**src/rtl/fdc_dec_pkg.sv**
```systemverilog
package fdc_dec_pkg;
  localparam int ADDR_W  = 16;
  localparam int DATA_W  = 8;
  localparam int DRV_W   = 4;
  localparam logic [3:0] WIN_HI   = 4'hE;
  localparam logic [3:0] RST_PORT = 4'h8;
  localparam logic [3:0] LAT_PORT = 4'hF;
  localparam int SIDE_BIT = DRV_W;
  localparam int DENS_BIT = DRV_W + 1;

  typedef struct packed {
    logic             dens;
    logic             side;
    logic [DRV_W-1:0] drv;
  } drv_latch_t;
endpackage

```
**src/rtl/fdc_strobe_sync.sv**
```systemverilog
module fdc_strobe_sync #(
  parameter int WIDTH  = 1,
  parameter int STAGES = 2
) (
  input  logic             clk,
  input  logic             rst,
  input  logic [WIDTH-1:0] din,
  output logic [WIDTH-1:0] dout,
  output logic [WIDTH-1:0] rise
);
  logic [WIDTH-1:0] prev;

  for (genvar g = 0; g < WIDTH; g++) begin : g_bit
    logic [STAGES-1:0] sh;
    always_ff @(posedge clk) begin
      if (rst) sh <= '0;
      else     sh <= {sh[STAGES-2:0], din[g]};
    end
    assign dout[g] = sh[STAGES-1];
  end

  always_ff @(posedge clk) begin
    if (rst) prev <= '0;
    else     prev <= dout;
  end

  assign rise = dout & ~prev;
endmodule

```
**src/rtl/fdc_addr_decode.sv**
```systemverilog
module fdc_addr_decode
  import fdc_dec_pkg::*;
(
  input  logic [7:0] addr_lo,
  input  logic       rd_n,
  input  logic       wr_n,
  input  logic       iocyc_n,
  output logic       grp_sel,
  output logic       nib_f,
  output logic       pio_sel,
  output logic       fdc_sel,
  output logic [1:0] reg_sel,
  output logic       bus_drive,
  output logic       hit_rst
);
  logic       rd_cyc, wr_cyc, acc;
  logic [3:0] lo;

  always_comb begin
    rd_cyc    = !rd_n && !iocyc_n;
    wr_cyc    = !wr_n && !iocyc_n;
    acc       = rd_cyc || wr_cyc;
    lo        = addr_lo[3:0];
    grp_sel   = (addr_lo[7:4] == WIN_HI);
    nib_f     = grp_sel && (lo == LAT_PORT);
    hit_rst   = grp_sel && (lo == RST_PORT);
    pio_sel   = grp_sel && acc && (lo[3:2] == 2'b00);
    fdc_sel   = grp_sel && acc && (lo[3:2] == 2'b01);
    reg_sel   = addr_lo[1:0];
    bus_drive = grp_sel && rd_cyc && !wr_cyc && !lo[3];
  end
endmodule

```
**src/rtl/fdc_reset_pulse.sv**
```systemverilog
module fdc_reset_pulse #(
  parameter int RST_LEN = 16
) (
  input  logic clk,
  input  logic rst,
  input  logic start,
  output logic mr_n
);
  localparam int CNT_W = $clog2(RST_LEN + 1);
  localparam logic [CNT_W-1:0] LOAD = CNT_W'(RST_LEN);

  logic [CNT_W-1:0] cnt;

  always_ff @(posedge clk) begin
    if (rst) begin
      cnt  <= '0;
      mr_n <= 1'b1;
    end else begin
      if (start)         cnt <= LOAD;
      else if (cnt != 0) cnt <= cnt - 1'b1;
      mr_n <= !(start || (cnt > 1));
    end
  end
endmodule

```
**src/rtl/fdc_drive_latch.sv**
```systemverilog
module fdc_drive_latch
  import fdc_dec_pkg::*;
(
  input  logic              clk,
  input  logic              rst,
  input  logic              load,
  input  logic [DENS_BIT:0] din,
  output drv_latch_t        q
);
  logic [DRV_W-1:0] drv_in;
  logic             single;

  always_comb begin
    drv_in = din[DRV_W-1:0];
    single = ((drv_in & (drv_in - 1'b1)) == '0);
  end

  always_ff @(posedge clk) begin
    if (rst) begin
      q <= '0;
    end else if (load) begin
      q.drv  <= single ? drv_in : '0;
      q.side <= din[SIDE_BIT];
      q.dens <= din[DENS_BIT];
    end
  end
endmodule

```
**src/rtl/fdc_port_decoder.sv**
```systemverilog
module fdc_port_decoder
  import fdc_dec_pkg::*;
#(
  parameter int RST_LEN     = 16,
  parameter int SYNC_STAGES = 2
) (
  input  logic              clk,
  input  logic              rst,
  input  logic [ADDR_W-1:0] addr,
  input  logic [DATA_W-1:0] wdata,
  input  logic              rd_n,
  input  logic              wr_n,
  input  logic              iocyc_n,
  output logic              grp_sel,
  output logic              nib_f,
  output logic              pio_sel,
  output logic              fdc_sel,
  output logic [1:0]        reg_sel,
  output logic              bus_drive,
  output logic              fdc_mr_n,
  output logic [DRV_W-1:0]  drive_sel,
  output logic              side_sel,
  output logic              dens_sel
);
  logic       hit_rst;
  logic [0:0] wr_raw, wr_sync, wr_rise;
  logic       pulse_start, latch_ld;
  drv_latch_t lat_q;
  logic       unused_bits;

  assign unused_bits = ^{addr[ADDR_W-1:8], wdata[DATA_W-1:DENS_BIT+1]};

  fdc_addr_decode u_dec (
    .addr_lo  (addr[7:0]),
    .rd_n     (rd_n),
    .wr_n     (wr_n),
    .iocyc_n  (iocyc_n),
    .grp_sel  (grp_sel),
    .nib_f    (nib_f),
    .pio_sel  (pio_sel),
    .fdc_sel  (fdc_sel),
    .reg_sel  (reg_sel),
    .bus_drive(bus_drive),
    .hit_rst  (hit_rst)
  );

  assign wr_raw = !wr_n && !iocyc_n;

  fdc_strobe_sync #(.WIDTH(1), .STAGES(SYNC_STAGES)) u_sync (
    .clk (clk),
    .rst (rst),
    .din (wr_raw),
    .dout(wr_sync),
    .rise(wr_rise)
  );

  assign pulse_start = wr_rise[0] && hit_rst;
  assign latch_ld    = wr_rise[0] && nib_f;

  fdc_reset_pulse #(.RST_LEN(RST_LEN)) u_pulse (
    .clk  (clk),
    .rst  (rst),
    .start(pulse_start),
    .mr_n (fdc_mr_n)
  );

  fdc_drive_latch u_latch (
    .clk (clk),
    .rst (rst),
    .load(latch_ld),
    .din (wdata[DENS_BIT:0]),
    .q   (lat_q)
  );

  assign drive_sel = lat_q.drv;
  assign side_sel  = lat_q.side;
  assign dens_sel  = lat_q.dens;
endmodule

```
**config.mk**
```make
export PLATFORM = sky130hd
export DESIGN_NAME = fdc_port_decoder
export DESIGN_NICKNAME = d
export VERILOG_FILES = /design/src/rtl/fdc_dec_pkg.sv /design/src/rtl/fdc_strobe_sync.sv /design/src/rtl/fdc_addr_decode.sv /design/src/rtl/fdc_reset_pulse.sv /design/src/rtl/fdc_drive_latch.sv /design/src/rtl/fdc_port_decoder.sv
export SDC_FILE = /design/constraint.sdc
export NUM_CORES = 1
export LEC_CHECK = 0
export ABC_AREA = 1
export BUFFER_PORTS_ARGS = -buffer_cell sky130_fd_sc_hd__buf_2
export CAP_MARGIN = 20
export CORE_MARGIN = 1.5
export CORE_UTILIZATION = 39
export CTS_CLUSTER_DIAMETER = 50
export DETAILED_ROUTE_END_ITERATION = 8
export GPL_TIMING_DRIVEN = 0
export PLACE_DENSITY = 0.71
export RECOVER_POWER = 25
export SLEW_MARGIN = 30
export SYNTH_ARGS = -nofsm -noshare
export SYNTH_HDL_FRONTEND = slang
export SYNTH_SLANG_ARGS = --single-unit
```
**constraint.sdc**
```tcl
create_clock -name clk -period 1.65 [get_ports clk]
set_clock_uncertainty 0.15 [all_clocks]
set_input_delay 0.165 -clock clk [delete_from_list [all_inputs] [get_ports clk]]
set_output_delay 0.165 -clock clk [all_outputs]
set_load 0.005 [all_outputs]
```
==> Yosys cells after proc, flatten, opt, wreduce, memory -nomap -nowiden <==
Index checks and enable logic that the tools add are counted.
{ "classes": {"n_addsub": 2, "n_lt_le_gt_ge": 1, "n_eq_ne": 4, "mux": 3, "bitwise_logic": 3, "reduce_logical": 25} }
{ "op_table": {"columns": ["cell", "count"], "rows": [
  ["4-bit == test (second input constant)", 3],
  ["1-bit logical AND", 12],
  ["5-bit 2-to-1 mux", 2],
  ["1-bit logical NOT", 6],
  ["5-bit by 1-bit > comparator with 1-bit output (second input constant)", 1],
  ["5-bit nonzero test", 1],
  ["5-bit by 1-bit subtractor with 5-bit output (second input constant)", 1],
  ["4-bit AND", 1],
  ["4-bit logical NOT", 1],
  ["4-bit 2-to-1 mux", 1],
  ["4-bit by 1-bit subtractor with 4-bit output (second input constant)", 1],
  ["2-bit by 1-bit == test with 1-bit output (second input constant)", 1],
  ["2-bit logical NOT", 1],
  ["1-bit logical OR", 2],
  ["2-bit nonzero test", 1],
  ["2-bit OR reduction", 1],
  ["1-bit AND", 1],
  ["1-bit inverter", 1]
]} }
{ "word_totals": {"regBits": 15, "in_bits": 29, "out_inout_bits": 14, "word_cells": 46} }

==> Longest topological paths before layout <==
{ "depth": {"word_depth": 5, "depth_mapped": 8, "depth_no_buf": 7} }

==> Modules after synthesis <==
From an unflattened synthesis, not the netlist that was laid out.
{ "unflattened": {"cells_unflattened": 116, "hier_area_um2": 798.3} }
{ "modules_own_cells": {"columns": ["mod", "n_inst", "cells_each", "area_per_inst_um2", "seq_area_each_um2"], "rows": [
  ["fdc_reset_pulse", 1, 43, 302.8, 120.1],
  ["fdc_drive_latch", 1, 33, 266.5, 120.1],
  ["fdc_addr_decode", 1, 25, 123.9, 0.0],
  ["fdc_strobe_sync", 1, 10, 86.3, 60.1],
  ["fdc_port_decoder", 1, 5, 18.8, 0.0]
]} }

==> Worst setup path before layout <==
OpenSTA, ideal clock, no wires.
{ "synth_path": {"kind": "register to register", "startpoint": "register u_pulse.cnt[0]", "endpoint": "register u_pulse.cnt[0]", "setup_ns": 0.114, "t_arrival_ns": 0.954, "required_ns": 1.386, "slack_ns": 0.431, "path_stages_with_launch": 8, "path_buffers": 0, "period_less_slack_ns": 1.219, "path_cell_list": "dfxtp_1 > inv_1 > ha_1 > nand3_1 > nand2_1 > nand2_1 > inv_1 > nor2_1"} }
{ "synth_between": {"elab_chain_len": 1, "elab_cells_between_ends": 2, "cone_classes": "1 x add/sub; 1 x reduce/logical"} }
{ "synth_lines": {"columns": ["item", "line", "text"], "rows": [
  ["start, declared", "fdc_reset_pulse.sv:12", "logic [CNT_W-1:0] cnt;"],
  ["start signal, assigned", "fdc_reset_pulse.sv:20", "else if (cnt != 0) cnt <= cnt - 1'b1;"],
  ["5-bit by 1-bit subtractor with 5-bit output or 5-bit nonzero test (tied branches)", "fdc_reset_pulse.sv:20", null]
]} }
Parallel ways exist; a longest one is shown, timed or not.
A chain may end at the register's enable or synchronous reset.

==> Final worst setup path <==
{ "layout_path": {"startpoint": "register u_pulse.cnt[0]", "endpoint": "register u_pulse.cnt[1]"} }
Same word-level chain as after synthesis.

==> reports/metrics.yaml <==
finish:
  multi_input_area_sq_um: 375
  design_area_sq_mm: 0.00105
  regArea_sq_um: 300
  drive_gt1_share_pct: 23.4
  num_antenna_cells: 0
  nNetsFinal: 199
  fillers: 209
  area_delta_synth_final_pct: 30.8
timing:
  post-route-min-period_ns: 1.38
  slew_viol_final: 0
  relSlewSlack_pct: 78.2
  rsz0062_at_grt: "false"
  finalHoldViolations: 0
  fin_crit_sh_pct: 83.5
  fmax_ghz: 0.726
  tightest_slew_ns: 0.326
  tns_ns: 0
  setup_viol: 0
clock_network:
  ctsResizeCount: 0
  insertion_delay_ns: 0.28
  htreeDepth: 1
  clk_pin_slew_ns: 0.09
  clk_path_buf_depth: 2
  cts_tree: "built"
  numCtsBuffers: 3
  cts_sinks: 15
  clockRootBuffer: "clkbuf_4"
  hold_buffers: 4
  post_cts_buffers: 0
route:
  drt_first_pass_iters: 4
  vias_per_cell: 4.25
  drc: 0
  ant_nets: 0
  wire_per_inst_um: 8.27
  vias: 825
  drt_iter0_drc: 11
  route.final.wire_length_um: 1610
logic_synthesis:
  ys_ff_latch: 15
  yosysWarningCount: 0
  synth_top_area_share_pct: 37.4
  yosysMostFrequentCell: "nand2_1"
  syn_area_sq_um: 803
  synth_cell_types: 18
  syn_nets: 158
  synth-edff-count: 0
  synth-seq-area-share_pct: 37.4
  avgSynthCellArea_sq_um: 6.32
  yosys.area.top_type: "dfxtp_1"
  yosys-top-cells-count: "34 x nand2_1, 28 x nor2_1, 25 x inv_1"
  async_flop_share_pct: 0
  synthFlopType: "dfxtp_1"
  synthCells: 127
  ys_top_cells_by_area: "dfxtp_1 37%, nand2_1 16%, nor2_1 13%, inv_1 12%, ha_1 3.1%"
floorplanning:
  die_width_um: 48.4
  die_h_um: 48.4
  start_util_pct: 41.4
  fp.coreArea_sq_mm: 0.00194
  io-pin-count: 43
  row_count: 16
  die_area_sq_mm: 0.00234
worst_setup_path:
  cpMaxStageDelayCell: "dfxtp_1"
  crit_path_end_kind: "flop"
  path_delay_family: "flip-flops"
  crit-reg2reg-launch: "u_pulse.cnt[0]"
  cp_max_fo: 5
  crit_arrival_ns: 1.40
  cp_cell_sequence: "inv_1 > ha_1 > nand3_1 > nand2_1 > nand2_1 > inv_1 > nor2_1"
  crit_required_ns: 1.68
  cp-start-kind: "flop"
  crit_start: "u_pulse.cnt[0]"
  cp_num_buf_inv: 2
  slowest_delay_ns: 0.34
  crit_type: "reg2reg"
grt:
  first_global_vias: 716
  grt_pass1_wl_um: 2660
  use_met1_pct: 15.5
  antenna_found_initial: 0
  use_met3_pct: 2.78
  grt_busiest_layer: "met2"
  grt_max_degree: 11
  met2_usage_pct: 26.6
  overflow: 0
  grt_util_all_layers_pct: 14.6
power:
  p_leak_nw: 0.608
  power_density_mw_per_mm2: 956
  vdd_ir_drop_max_mv: 0.460
placed_design:
  dp_hpwl_um: 1290
  io_buffers: 32
  dpl_cell_area_sq_um: 997
  place_congestion: 0.820
min_path:
  min_path_type: "in2reg"
  hp-start: "wdata[0]"
status:
  status: "completed"
run:
  drv_cap: 0
## sequential cells by signal, summed over array words and instances, names as in the netlist
| register | cells |
|---|---|
| u_latch.q | 6 |
| u_pulse.cnt | 5 |
| u_sync.g_bit.sh | 2 |
| u_pulse.mr_n | 1 |
| u_sync.prev | 1 |
## cells in the final DEF (no fill, tap or decap), drive strengths merged, types with 3 or more instances in the layout
cell | synthesis | routed
nor3 | 3 | 3
nand4 | 3 | 3
nand3 | 5 | 5
inv | 25 | 25
clkbuf | 0 | 8
dlygate4sd3 | 0 | 4
nand2 | 35 | 35
dfxtp | 15 | 15
nor2 | 30 | 30
buf | 3 | 31
## kinds of logic (layout without fill, tap and decap cells)
kind of cell / count (synthesis) / after routing / synth area share (%)
XOR/XNOR: 1 / 1 / 1.09
AND/OR/NAND/NOR: 79 / 79 / 42.2
AO/OA/AOI/OAI: 2 / 2 / 1.25
adder cells (fa/ha/maj): 2 / 2 / 3.11
buffers and inverters: 28 / 68 / 15.0
flip-flops: 15 / 15 / 37.4
## worst min-delay path, stage by stage
cell and delay [ns]:
buf_2 0.10, inv_1 0.06, nor2_1 0.04, nor2_1 0.10, nor2_1 0.05
## path summary, 6_finish.rpt
check | endpoint | slack (ns) | cells past startpoint
setup / recovery | u_pulse.cnt[1] | 0.27 | 7
hold / removal | u_latch.q[0] | 0.12 | 5
setup reg to reg | u_pulse.cnt[1] | 0.27 | 7
hold reg to reg | u_sync.g_bit[0].sh[1] | 0.26 | 2
## layer usage
layer  routed length, um  up-vias  share of wire (%)
met5                   0        -                  0
met4                  29        0                1.8
met3                  86        4                5.4
met2                 760       27                 47
met1                 728      340                 45
li1                    -      454                  -
## power by group
group | internal [mW] | switching [mW]
Combinational | 0.151 | 0.208
Clock | 0.0938 | 0.115
Sequential | 0.407 | 0.0292
## layout make-up
type                            instances  share of cell area [%]
Tap cell                               27                    3.21
Clock buffer                            4                    2.50
Timing Repair Buffer                   36                    18.6
Multi-Input combinational cell         84                    35.7
Inverter                               25                    8.93
Buffer                                  3                    2.50
Sequential cell                        15                    28.6
## through the flow
step           std cells  hold WS, ns  setup slack, ns  power, mW  util (%)
6_report             194        0.118            0.272       1.00      54.1
5_1_grt              194        0.147            0.150       1.09      54.1
4_1_cts              194        0.111            0.264       1.02      54.8
3_5_place_dp         186        0.237            0.276      0.805      51.4
3_3_place_gp         186        0.235            0.326      0.785      51.4
2_1_floorplan        127       0.0841            0.431      0.711         -
(Power assumes the default switching activity.)
